### src/rtl/act_rel_pkg.sv
package act_rel_pkg;

    localparam int TIME_W = 32;
    localparam int EVT_W  = 8;
    localparam int PRM_W  = 16;
    localparam int TAG_W  = 8;

    typedef logic [TIME_W-1:0] stamp_t;
    typedef logic [TIME_W:0]   wide_t;

    typedef struct packed {
        stamp_t            stamp;
        logic [EVT_W-1:0]  evt;
        logic [PRM_W-1:0]  prm;
        logic [TAG_W-1:0]  tag;
    } action_t;

    typedef enum logic [2:0] {
        K_IDLE, K_ONTIME, K_DELAYED, K_CONFLICT, K_LATE, K_EARLY
    } kind_t;

    function automatic wide_t offset(input stamp_t now, input int unsigned log_span);
        return {1'b0, now} + (wide_t'(1) << log_span);
    endfunction

    // Precedence: out of order / overdue first, then beyond horizon,
    // then repeated stamp, then inside or behind the current tick.
    function automatic kind_t classify(
        input stamp_t stamp, input logic arrived_late, input stamp_t now,
        input wide_t horizon, input logic has_last, input stamp_t last);
        if (arrived_late || (has_last && stamp < last)) return K_LATE;
        if ({1'b0, stamp} >= horizon)                   return K_EARLY;
        if (has_last && stamp == last)                  return K_CONFLICT;
        if (stamp >= now)                               return K_ONTIME;
        return K_DELAYED;
    endfunction

endpackage

### src/rtl/act_store.sv
module act_store
    import act_rel_pkg::*;
#(
    parameter int SLOTS = 4,
    parameter int IDX_W = 2
) (
    input  logic             clk,
    input  logic             rst,
    input  logic             wr_en,
    input  action_t          wr_act,
    input  logic             wr_late,
    input  logic             take,
    input  logic [IDX_W-1:0] take_idx,
    output logic [SLOTS-1:0] used_o,
    output action_t          acts_o [SLOTS],
    output logic [SLOTS-1:0] late_o,
    output logic             full_o
);

    logic [SLOTS-1:0] used_q;
    logic [SLOTS-1:0] late_q;
    action_t          slot_q [SLOTS];
    logic [IDX_W-1:0] free_idx;
    logic             free_found;

    always_comb begin
        free_idx   = '0;
        free_found = 1'b0;
        for (int i = 0; i < SLOTS; i++) begin
            if (!used_q[i] && !free_found) begin
                free_found = 1'b1;
                free_idx   = IDX_W'(i);
            end
        end
    end

    assign full_o = &used_q;

    always_ff @(posedge clk) begin
        if (rst) begin
            used_q <= '0;
        end else begin
            if (take)
                used_q[take_idx] <= 1'b0;
            if (wr_en && !full_o)
                used_q[free_idx] <= 1'b1;
        end
    end

    always_ff @(posedge clk) begin
        if (wr_en && !full_o) begin
            slot_q[free_idx] <= wr_act;
            late_q[free_idx] <= wr_late;
        end
    end

    assign used_o = used_q;
    assign late_o = late_q;
    assign acts_o = slot_q;

endmodule

### src/rtl/act_pick.sv
module act_pick
    import act_rel_pkg::*;
#(
    parameter int SLOTS    = 4,
    parameter int IDX_W    = 2,
    parameter int LOG_TICK = 1,
    parameter int LOG_HZ   = 3
) (
    input  stamp_t           now,
    input  logic [SLOTS-1:0] used,
    input  stamp_t           stamps [SLOTS],
    output logic             found_o,
    output logic [IDX_W-1:0] idx_o
);

    wide_t            tick_end;
    wide_t            horizon;
    logic [SLOTS-1:0] elig;

    assign tick_end = offset(now, LOG_TICK);
    assign horizon  = offset(now, LOG_HZ);

    for (genvar g = 0; g < SLOTS; g++) begin : g_elig
        assign elig[g] = used[g] &&
                         (({1'b0, stamps[g]} < tick_end) || ({1'b0, stamps[g]} >= horizon));
    end

    stamp_t best;
    always_comb begin
        found_o = 1'b0;
        idx_o   = '0;
        best    = '0;
        for (int i = 0; i < SLOTS; i++) begin
            if (elig[i] && (!found_o || stamps[i] < best)) begin
                found_o = 1'b1;
                idx_o   = IDX_W'(i);
                best    = stamps[i];
            end
        end
    end

endmodule

### src/rtl/act_emit.sv
module act_emit
    import act_rel_pkg::*;
#(
    parameter int LOG_HZ = 3
) (
    input  logic    clk,
    input  logic    rst,
    input  stamp_t  now,
    input  logic    stall,
    input  logic    found,
    input  action_t cand,
    input  logic    cand_late,
    output logic    take_o,
    output kind_t   kind_o,
    output action_t act_o
);

    kind_t   kind_q;
    kind_t   kind_d;
    action_t act_q;
    logic    has_last_q;
    stamp_t  last_q;
    logic    hold;

    assign hold   = stall && (kind_q != K_IDLE);
    assign take_o = found && !hold;
    assign kind_d = classify(cand.stamp, cand_late, now, offset(now, LOG_HZ),
                             has_last_q, last_q);

    always_ff @(posedge clk) begin
        if (rst) begin
            kind_q     <= K_IDLE;
            act_q      <= '0;
            has_last_q <= 1'b0;
            last_q     <= '0;
        end else if (!hold) begin
            if (found) begin
                kind_q <= kind_d;
                act_q  <= cand;
                if (kind_d == K_ONTIME || kind_d == K_DELAYED) begin
                    has_last_q <= 1'b1;
                    last_q     <= cand.stamp;
                end
            end else begin
                kind_q <= K_IDLE;
                act_q  <= '0;
            end
        end
    end

    assign kind_o = kind_q;
    assign act_o  = act_q;

endmodule

### src/rtl/act_release.sv
module act_release
    import act_rel_pkg::*;
#(
    parameter int LOG_SLOTS = 2,
    parameter int LOG_TICK  = 1
) (
    input  logic               clk,
    input  logic               rst,
    input  logic [TIME_W-1:0]  now_i,
    input  logic               in_valid_i,
    input  logic [TIME_W-1:0]  in_stamp_i,
    input  logic [EVT_W-1:0]   in_evt_i,
    input  logic [PRM_W-1:0]   in_prm_i,
    input  logic [TAG_W-1:0]   in_tag_i,
    input  logic               stall_i,
    output logic               out_valid_o,
    output logic               out_delayed_o,
    output logic               out_conflict_o,
    output logic               out_late_o,
    output logic               out_early_o,
    output logic [TIME_W-1:0]  out_stamp_o,
    output logic [EVT_W-1:0]   out_evt_o,
    output logic [PRM_W-1:0]   out_prm_o,
    output logic [TAG_W-1:0]   out_tag_o,
    output logic               overflow_o
);

    localparam int SLOTS  = 1 << LOG_SLOTS;
    localparam int IDX_W  = (LOG_SLOTS > 0) ? LOG_SLOTS : 1;
    localparam int LOG_HZ = LOG_SLOTS + LOG_TICK;

    action_t          in_act;
    action_t          acts [SLOTS];
    stamp_t           stamps [SLOTS];
    logic [SLOTS-1:0] used;
    logic [SLOTS-1:0] late;
    logic             full;
    logic             found;
    logic             take;
    logic [IDX_W-1:0] pick_idx;
    kind_t            kind;
    action_t          out_act;
    logic             ovf_q;

    assign in_act = '{stamp: in_stamp_i, evt: in_evt_i, prm: in_prm_i, tag: in_tag_i};

    act_store #(.SLOTS(SLOTS), .IDX_W(IDX_W)) store_i (
        .clk(clk), .rst(rst),
        .wr_en(in_valid_i), .wr_act(in_act), .wr_late(in_stamp_i < now_i),
        .take(take), .take_idx(pick_idx),
        .used_o(used), .acts_o(acts), .late_o(late), .full_o(full)
    );

    for (genvar g = 0; g < SLOTS; g++) begin : g_stamp
        assign stamps[g] = acts[g].stamp;
    end

    act_pick #(.SLOTS(SLOTS), .IDX_W(IDX_W), .LOG_TICK(LOG_TICK), .LOG_HZ(LOG_HZ)) pick_i (
        .now(now_i), .used(used), .stamps(stamps),
        .found_o(found), .idx_o(pick_idx)
    );

    act_emit #(.LOG_HZ(LOG_HZ)) emit_i (
        .clk(clk), .rst(rst), .now(now_i), .stall(stall_i),
        .found(found), .cand(acts[pick_idx]), .cand_late(late[pick_idx]),
        .take_o(take), .kind_o(kind), .act_o(out_act)
    );

    always_ff @(posedge clk) begin
        if (rst) ovf_q <= 1'b0;
        else     ovf_q <= in_valid_i && full;
    end

    assign out_valid_o    = (kind == K_ONTIME);
    assign out_delayed_o  = (kind == K_DELAYED);
    assign out_conflict_o = (kind == K_CONFLICT);
    assign out_late_o     = (kind == K_LATE);
    assign out_early_o    = (kind == K_EARLY);
    assign out_stamp_o    = out_act.stamp;
    assign out_evt_o      = out_act.evt;
    assign out_prm_o      = out_act.prm;
    assign out_tag_o      = out_act.tag;
    assign overflow_o     = ovf_q;

endmodule

### config.mk
export PLATFORM = sky130hd
export DESIGN_NAME = act_release
export DESIGN_NICKNAME = d
export VERILOG_FILES = /design/src/rtl/act_rel_pkg.sv /design/src/rtl/act_store.sv /design/src/rtl/act_pick.sv /design/src/rtl/act_emit.sv /design/src/rtl/act_release.sv
export SDC_FILE = /design/constraint.sdc
export NUM_CORES = 1
export LEC_CHECK = 0
export CAP_MARGIN = 20
export CELL_PAD_IN_SITES_DETAIL_PLACEMENT = 0
export CELL_PAD_IN_SITES_GLOBAL_PLACEMENT = 1
export CORE_MARGIN = 1.5
export CORE_UTILIZATION = 45
export CTS_CLUSTER_DIAMETER = 150
export CTS_CLUSTER_SIZE = 28
export DETAILED_ROUTE_END_ITERATION = 10
export GPL_TIMING_DRIVEN = 0
export PLACE_DENSITY = 0.88
export SLEW_MARGIN = 0
export SYNTH_ARGS = -nofsm -noshare
export SYNTH_HDL_FRONTEND = slang
export SYNTH_SLANG_ARGS = --single-unit
### constraint.sdc
create_clock -name clk -period 20.7 [get_ports clk]
set_input_delay 3.105 -clock clk [delete_from_list [all_inputs] [get_ports clk]]
set_output_delay 3.105 -clock clk [all_outputs]
set_load 0.1 [all_outputs]
Yosys cells after proc, flatten, opt, wreduce, memory -nomap -nowiden
Index checks and enable logic that the tools add are counted.
- $add $sub $neg: 2
- $mul: 0
- div/mod/pow operators: 0
- magnitude comparators: 22
- equal/unequal tests: 8
- shift-type cells: 0
- muxes and demuxes: 52
- bitwise gates (word level): 6
- reduce and logical (&&, ||, !) cells: 41
- operators with widths (kind ; number):
    $bwmux W256 ; 1
    $mux W64 ; 4
    $ge A32 B33 Y1 ; 5
    $lt A32 B32 Y1 ; 5
    $lt A32 B33 Y1 ; 4
    $bmux W64 S2 ; 1
    $demux W64 S2 ; 1
    $mux W32 ; 3
    $add A32 B2 Y33 const B ; 1
    $add A32 B4 Y33 const B ; 1
    $eq A32 B32 Y1 ; 1
    $ge A32 B32 Y1 ; 1
    $mux W3 ; 9
    $mux W1 ; 22
    $logic_and A1 B1 Y1 ; 19
    $mux W4 ; 3
    $logic_not A1 Y1 ; 10
    $eq A3 B2 Y1 const B ; 3
    $logic_or A1 B1 Y1 ; 9
    $mux W2 ; 4
    $eq A3 B1 Y1 const B ; 2
    $eq A3 B3 Y1 const B ; 2
    $ge A3 B3 Y1 const B ; 2
    $lt A2 B3 Y1 const B ; 2
    13 further kinds ; 16
- register bits after elaboration: 365
- bits in latches: 0
- memory bits (writable): 0
- ROM bits: 0
- input bits: 100
- output and inout port bits: 70
- logic and storage cells: 157
- memories: 0

Depth between registers and ports, before layout
Gate-level depths: netlist (run 1).
- depth in word-level cells: 38
- depth in mapped cells: 81
- gate-level depth less buffers: 70

Hierarchy
From an unflattened synthesis (run 1), not the netlist that was laid out.
- cell total of the unflattened synthesis: 2669
- area, all modules: 27373.8 µm²
- modules (own cells, without submodules) (module ; times used ; cells an instance ; area an instance (µm²) ; seq. area each (µm²)):
    act_pick ; 1 ; 1363 ; 10385.0 ; 0.0
    act_store ; 1 ; 284 ; 8023.9 ; 7887.6
    act_emit ; 1 ; 824 ; 6577.6 ; 2001.9
    act_release ; 1 ; 198 ; 2387.3 ; 20.0

Least setup slack after synthesis (run 1)
No wires, ideal clock.
- path kind: input to register
- start: input port now_i[12]
- end: register emit_i.last_q[11]
- library setup time: 87 ps
- arrival: 18760 ps
- data required time: 20613 ps
- path slack: 1853 ps
- stages: 77
- buffers on the path: 13
- path through: buf_4 -> nand3_2 -> or4_1 -> buf_2 -> nor4_1 -> nand3_1 -> xnor2_1 -> ha_1 -> nand4_1 -> nand4bb_1 -> a2111oi_0 -> o221ai_1 -> o311a_1 -> a21oi_1 -> clkbuf_1 -> nand2_1 -> ha_1 -> a21o_1 -> [... 41 more ...] -> ha_1 -> nor2b_1 -> o21ai_0 -> a21oi_1 -> o21ai_0 -> a21oi_1 -> a211oi_1 -> o21a_1 -> nor2_1 -> a211oi_1 -> o211ai_1 -> a21oi_1 -> o2111ai_1 -> a21oi_2 -> nand2b_1 -> buf_2 -> buf_6 -> a221oi_2
- RTL lines (element ; RTL line ; text):
    start, declared ; act_release.sv:9 ; input logic [TIME_W-1:0] now_i,
    end signal, assigned ; act_emit.sv:42 ; last_q <= cand.stamp;
    end, declared ; act_emit.sv:22 ; stamp_t last_q;

==> out/metrics.csv, run 1 <==
metric;value;unit
fin_nets;3398;
max_freq;49.4;MHz
end_kind;flop;
chipWidth;249;um
grt_overflow_total;0;
h-tree-depth;1;
numPortBuffers;160;
synth.yosys.seq_area_share;0.364;
worstMarginPinSlew;1150;ps
synth-main-ff-cell;sky130_fd_sc_hd__edfxtp_1;
core_region_area;0.0594;sq mm
syn2layout_area_growth;14.9;%
fillers;5310;
layout.cell_area.non_filler;0.0313;sq mm
worstPathArrival;20710;ps
syn-num-nets;3195;
final_hold_viol_count;0;
postCtsHoldBufs;0;
async_set_reset_flop_share_out_of_synthesis;0;
routed_wirelength;106;mm
critical_path.top_delay_family;compound AO/OA/AOI/OAI gates;
maxCapViolCount;0;
number_of_remaining_drc_errors;0;
timing.critical_path.slowest_cell_delay;560;ps
routability_cong;0.994;
cts_tree;yes;
cp_slowest_cell;sky130_fd_sc_hd__clkdlybuf4s50_1;
detailedPlacementHpwl;84.8;mm
number_of_antenna_violations_at_the_first_check_in_global_routing;3;
detail-route-antenna-nets;0;
final_setup_skew;50.5;ps
crit_path_start;now_i[9];
grt_pass1_vias;23000;
wire_length_of_the_first_global_routing_pass;155;mm
min_delay_startpoint;emit_i.last_q[21];
ys_seq_elements;365;
power.ir.vdd_worst;0.0640;mV
period_minus_slack;20240;ps
chipHeight;249;um
clock_sinks;365;
grt_setup_unrepaired;false;
power_density;64.4;mW/mm^2
detail_route.first_pass.iterations;5;
worstSetupPathDepth;76;
report.final.setup_viol;0;
worstPathBufferInverterCount;12;
antenna_cells;0;
initial_core_util;0.458;
final.hold.worst_slack;485;ps
syn_inst;2666;
leakage;0.0121;uW
dieArea;0.0619;sq mm
worst_setup_hold_path_clk_slew;110;ps
numCtsBuffers;17;
ys_warn_count;0;
postPlaceCellArea;0.0301;sq mm
crit_type;input port to flop;
final_slew_viol_count;0;
cts_buffer_depth;3;
worstSkewPairLatency;590;ps
layout-drive-gt1-share;0.103;
num_vias;23500;
netlist-cell-type-count;93;
num_rows;89;
outcome;completed;
cp-endpoint;emit_i.last_q[15];
ff2ff_path_depth;69;
timing.critical_path.required;21170;ps
route.detailed.vias_per_inst;6.44;
ctsRootBufferMaster;sky130_fd_sc_hd__clkbuf_16;
min_period_over_period;0.978;
timing.slew.headroom;0.212;
synthesis.area;0.0272;sq mm
critPathMaxFanout;19;
detail_route.iter0.violations;2219;
reg_to_reg_start;store_i.acts_o[230];
number_of_enable_flip_flop_cells_after_synthesis;260;
regToRegSetupSlack;4180;ps
syn-mean-instance-area;10.2;sq um
rr_endpoint;emit_i.last_q[15];
critPathLaunchType;input port;
grt_start_max_net_pins;30;
track_usage;0.335;
routedWlPerCell;29.1;um
hold_path_class;flop to flop;
ioPinCount;170;
-- worst min path at each step --
stage                     cells past startpoint                end
after floorplan                               2  emit_i.has_last_q
after global placement                        2   emit_i.last_q[3]
after detailed placement                      2  emit_i.last_q[22]
after CTS                                     2  emit_i.last_q[22]
after global routing                          2   emit_i.last_q[3]
final                                         2  emit_i.last_q[21]
-- metal layers --
metal / GRT usage / routed length, um / share of wire
met1: 0.453 / 45100 / 0.42
met2: 0.544 / 48300 / 0.45
met3: 0.0548 / 8740 / 0.082
met4: 0.114 / 4170 / 0.039
met5: 0 / 36 / 0.00034
-- power by group --
group / switching, uW / total (uW) / internal, uW / leakage, uW
registers: 36.7 / 865 / 828 / 0.00324
logic: 478 / 737 / 259 / 0.00859
clock network: 248 / 409 / 160 / 0.000240
-- worst register-to-register path, delay by kind of cell, from the launching register on --
kind | cells | cell delay, ps
mux | 2 | 820
compound gates | 36 | 7540
fa+ha+maj | 6 | 1980
simple gates | 15 | 3120
flops | 1 | 530
buf+inv | 10 | 2390
-- state kept, by name (all words and copies together), names as in the netlist --
name and cells:
emit_i.act_o 64, emit_i.has_last_q 1, emit_i.kind_o 3, emit_i.last_q 32
overflow_o 1, store_i.acts_o 256, store_i.late_o 4, store_i.used_o 4
-- stage by stage --
stage	TNS [ps]	utilization	cells	setup slack, ps	total power, uW
floorplan	0	-	2666	1850	1340
global placement	-661250	0.502	3599	-8680	1570
detailed placement	-654540	0.507	3611	-8710	1590
CTS	0	0.523	3648	64.1	2000
global route	0	0.527	3652	27.2	2090
finish	0	0.527	3652	459	2010
-- logic make-up (layout without fill, tap and decap cells) --
kind of cell	count (synthesis)	in the layout	synth area share
AO/OA/AOI/OAI	703	703	0.182
adder cells (fa/ha/maj)	438	438	0.201
flip-flops	365	365	0.364
XOR/XNOR	74	74	0.0274
multiplexers	161	161	0.0635
buffers and inverters	234	447	0.0342
AND/OR/NAND/NOR	691	691	0.128
-- synth_stat cells (all sizes together), types with 7 or more instances --
library cell / instances / area (sq um)
inv: 126 / 473
mux2i: 68 / 681
nand2: 164 / 616
and4: 10 / 87.6
a22oi: 98 / 736
nor2: 180 / 691
xor2: 7 / 61.3
o21a: 14 / 105
a21o: 120 / 901
clkbuf: 73 / 275
and3: 14 / 87.6
a2111oi: 8 / 82.6
a21oi: 135 / 687
or2: 7 / 43.8
a211oi: 24 / 193
nor2b: 38 / 238
buf: 34 / 178
o21ai: 145 / 726
maj3: 9 / 92.6
nand2b: 28 / 175
or4: 8 / 63.8
nor4: 17 / 128
mux2: 93 / 1050
dfxtp: 105 / 2100
edfxtp: 260 / 7810
o211ai: 15 / 113
nand3: 67 / 340
xnor3: 7 / 158
nand4: 79 / 500
a21boi: 7 / 52.6
a211o: 11 / 96.3
nor3: 37 / 196
and2: 14 / 87.6
a31oi: 13 / 81.3
xnor2: 60 / 526
o21bai: 9 / 67.6
a221oi: 39 / 523
o31ai: 8 / 60.1
nor3b: 9 / 67.6
ha: 429 / 5370
-- layout by cell type, fill, tap and decap left out, types with 9 or more instances in the layout --
cell type and count:
sky130_fd_sc_hd__ha_1 428, sky130_fd_sc_hd__edfxtp_1 260, sky130_fd_sc_hd__nor2_1 170, sky130_fd_sc_hd__nand2_1 162, sky130_fd_sc_hd__clkdlybuf4s50_1 151, sky130_fd_sc_hd__o21ai_0 138
sky130_fd_sc_hd__a21oi_1 130, sky130_fd_sc_hd__inv_1 125, sky130_fd_sc_hd__a21o_1 120, sky130_fd_sc_hd__dfxtp_1 105, sky130_fd_sc_hd__a22oi_1 97, sky130_fd_sc_hd__mux2_2 93
sky130_fd_sc_hd__nand4_1 78, sky130_fd_sc_hd__mux2i_1 67, sky130_fd_sc_hd__nand3_1 64, sky130_fd_sc_hd__clkbuf_1 62, sky130_fd_sc_hd__xnor2_1 48, sky130_fd_sc_hd__nor2b_1 36
sky130_fd_sc_hd__nor3_1 32, sky130_fd_sc_hd__a221oi_2 30, sky130_fd_sc_hd__nand2b_1 28, sky130_fd_sc_hd__a211oi_1 21, sky130_fd_sc_hd__buf_2 18, sky130_fd_sc_hd__buf_4 17
sky130_fd_sc_hd__clkbuf_16 17, sky130_fd_sc_hd__o211ai_1 15, sky130_fd_sc_hd__o21a_1 14, sky130_fd_sc_hd__and3_1 13, sky130_fd_sc_hd__a31oi_1 12, sky130_fd_sc_hd__and2_1 11
sky130_fd_sc_hd__a211o_1 11, sky130_fd_sc_hd__xnor2_2 11, sky130_fd_sc_hd__and4_1 10, sky130_fd_sc_hd__clkbuf_4 9, sky130_fd_sc_hd__o21bai_1 9, sky130_fd_sc_hd__nor3b_1 9
sky130_fd_sc_hd__a221oi_1 9
-- cell type report --
| type | instances | area, sq um | share of cell area |
|---|---|---|---|
| Clock inverter | 3 | 47.5 | 0.00152 |
| Timing Repair Buffer | 188 | 2010 | 0.0643 |
| Buffer | 103 | 571 | 0.0183 |
| Inverter | 127 | 477 | 0.0153 |
| Sequential cell | 365 | 9910 | 0.317 |
| Clock buffer | 26 | 459 | 0.0147 |
| Multi-Input combinational cell | 2067 | 16800 | 0.538 |
| Tap cell | 773 | 967 | 0.0309 |
-- timing repair --
item	CTS	global route
gates resized for setup	107	45
pin swaps	7	6
endpoints found under the setup margin	104	36
gates cloned	0	0
buffers inserted	10	3
No activity file was read; power rests on OpenSTA's default activity.
==> inputs of run 2 (changes only) <==
- CTS_CLUSTER_DIAMETER: 150 -> not set
==> run 2 against run 1 <==
Sequential power about the same. Global-route usage rose by 0.41 points. Die area is the same. First-iteration DRC count decreased by 2.3%. Count of clock-buffer cells in the layout is 20 higher. Flip-flop and latch count did not move. Maximum frequency down 0.17%. Clock power is 99% higher. Combinational power about the same. Register-to-register slack got worse by 20 ps. Largest cell class unchanged. Core utilization rose by 1.7 points.
==> out/metrics.csv, run 2 (synthesis results as in run 1) <==
metric;value;unit;change
h-tree-depth;2;;+1
final_setup_skew;41.8;ps;-8.71 ps
grt_pass1_vias;23400;;+1.6%
report.final.setup_viol;0;;unchanged
period_minus_slack;20280;ps;+34.5 ps
detailedPlacementHpwl;84.8;mm;unchanged
ioPinCount;170;;unchanged
worst_setup_hold_path_clk_slew;70;ps;-40 ps
layout_common_cells;428 x sky130_fd_sc_hd__ha_1, 260 x sky130_fd_sc_hd__edfxtp_1, 170 x sky130_fd_sc_hd__nor2_1, 161 x sky130_fd_sc_hd__nand2_1, 151 x sky130_fd_sc_hd__clkdlybuf4s50_1;;
detail_route.iter0.violations;2169;;-2.3%
final_common_cell;sky130_fd_sc_hd__ha_1;;
switching_power;855;uW;+12%
pwr-share-clk;0.336;;+0.133
outcome;completed;;
reg_to_reg_start;store_i.acts_o[230];;
number_of_flip_flops_in_the_largest_register;256;;unchanged
min_period_over_period;0.980;;+0.00167
detail_route.first_pass.iterations;5;;unchanged
netSwitchingFraction;0.354;;-0.0258
seq_pwr_share;0.358;;-0.072
maxCapViolCount;0;;unchanged
comb_power_share;0.306;;-0.061
power_density;74.9;mW/mm^2;+16%
cts_tree;yes;;
crit_type;input port to flop;;
worstMarginPinSlew;1160;ps;+8.69 ps
dieArea;0.0619;sq mm;unchanged
leakage;0.0126;uW;+4.1%
wire_length_of_the_first_global_routing_pass;156;mm;+0.90%
regToRegSetupSlack;4160;ps;-20 ps
layout-drive-gt1-share;0.119;;+0.0163
initial_core_util;0.458;;unchanged
numPortBuffers;160;;unchanged
route.detailed.vias_per_inst;6.38;;-0.90%
routedWlPerCell;29.0;um;-0.42%
worstSkewPairLatency;610;ps;+20 ps
num_rows;89;;unchanged
worstPathArrival;20780;ps;+70 ps
chipWidth;249;um;unchanged
number_of_antenna_violations_at_the_first_check_in_global_routing;3;;unchanged
cp_slowest_cell;sky130_fd_sc_hd__clkdlybuf4s50_1;;
final_slew_viol_count;0;;unchanged
fin_nets;3426;;+0.82%
end_kind;flop;;
grt_start_max_net_pins;26;;-13%
placed_cells_incl_taps;3611;;unchanged
layout.cell_area.non_filler;0.0323;sq mm;+3.2%
fillers;5189;;-2.3%
cts_buffer_depth;3;;unchanged
routed_wirelength;107;mm;+1.0%
max_freq;49.3;MHz;-0.17%
final_hold_viol_count;0;;unchanged
clock_sinks;365;;unchanged
timing.critical_path.slowest_cell_delay;560;ps;about the same
num_vias;23700;;+0.54%
hold_path_class;flop to flop;;
final.hold.worst_slack;480;ps;-4.95 ps
critPathMaxFanout;19;;unchanged
track_usage;0.340;;+0.00415
routability_cong;0.994;;unchanged
min_delay_startpoint;emit_i.last_q[21];;
number_of_remaining_drc_errors;0;;unchanged
power.ir.vdd_worst;0.0820;mV;+28%
timing.slew.headroom;0.206;;-0.00594
core_region_area;0.0594;sq mm;unchanged
chipHeight;249;um;unchanged
detail-route-antenna-nets;0;;unchanged
postPlaceCellArea;0.0301;sq mm;unchanged
crit_path_start;now_i[9];;
grt_overflow_total;0;;unchanged
critPathLaunchType;input port;;
syn2layout_area_growth;18.6;%;
numCtsBuffers;42;;+25
timing.critical_path.required;21210;ps;+40 ps
internal_power;1560;uW;+25%
ctsRootBufferMaster;sky130_fd_sc_hd__clkbuf_16;;
finish.cell_count_without_fillers;3705;;+1.5%
## run 2: changes by cell type in the layout (fill, tap and decap cells not counted), moves of 3 or more
cell / delta
sky130_fd_sc_hd__buf_4: +6
sky130_fd_sc_hd__bufinv_16: +7
sky130_fd_sc_hd__clkbuf_1: -6
sky130_fd_sc_hd__clkbuf_16: +25
sky130_fd_sc_hd__clkbuf_4: -4
sky130_fd_sc_hd__clkinv_1: +3
sky130_fd_sc_hd__clkinv_2: +6
sky130_fd_sc_hd__clkinv_4: +4
sky130_fd_sc_hd__clkinvlp_4: +4
sky130_fd_sc_hd__inv_6: +4
## run 2: final cells by class
| class | count | area, sq um | area share |
|---|---|---|---|
| Timing Repair Buffer | 191 | 2030 | 0.0629 |
| Clock inverter | 32 | 419 | 0.0130 |
| Multi-Input combinational cell | 2067 | 16800 | 0.521 |
| Clock buffer | 46 | 1080 | 0.0334 |
| Antenna cell | 1 | 2.50 | 0.0000776 |
| Buffer | 103 | 568 | 0.0176 |
| Inverter | 127 | 477 | 0.0148 |
| Sequential cell | 365 | 9910 | 0.307 |
| Tap cell | 773 | 967 | 0.0300 |
## run 2: worst max-delay path: cells and delay by family
kind | cells | cell delay (ps)
compound gates | 35 | 7300
xor+xnor | 1 | 310
fa+ha+maj | 5 | 1630
buf+inv | 13 | 3280
mux | 2 | 790
simple gates | 19 | 4250
## run 2: timing repair
item	4_1_cts	5_1_grt
hold buffers	0	0
endpoints found under the setup margin	104	36
gates resized for setup	106	49
pin swaps	8	6
endpoints found under the hold margin	0	0
setup buffers	13	3
## run 2: worst paths after layout
kind                       end  cells past startpoint
min          emit_i.last_q[21]                      2
min reg2reg  emit_i.last_q[21]                      2
max reg2reg  emit_i.last_q[15]                     68
max          emit_i.last_q[15]                     75
## run 2: per-stage QoR
stage	util	TNS (ps)	setup WS [ps]	total power [uW]
global placement	0.502	-661250	-8680	1570
finish	0.544	0	424	2420
CTS	0.540	0	17.8	2410
floorplan	-	0	1850	1340
global route	0.544	-46.2	-23.4	2510
detailed placement	0.507	-654540	-8710	1590
## run 2: per-layer routing
metal  track usage  wire (um)
met4         0.127       4360
met1         0.449      45000
met2         0.546      48500
met5             0         31
met3        0.0707       9490
## run 2: power by group through the flow
| stage | Clock, uW | Combinational (uW) | Sequential, uW |
|---|---|---|---|
| after detailed placement | 0 | 706 | 880 |
| after CTS | 818 | 723 | 865 |
| final | 812 | 739 | 866 |
| after global routing | 849 | 792 | 869 |
| after global placement | 0 | 682 | 884 |
| after floorplan | 0 | 376 | 960 |
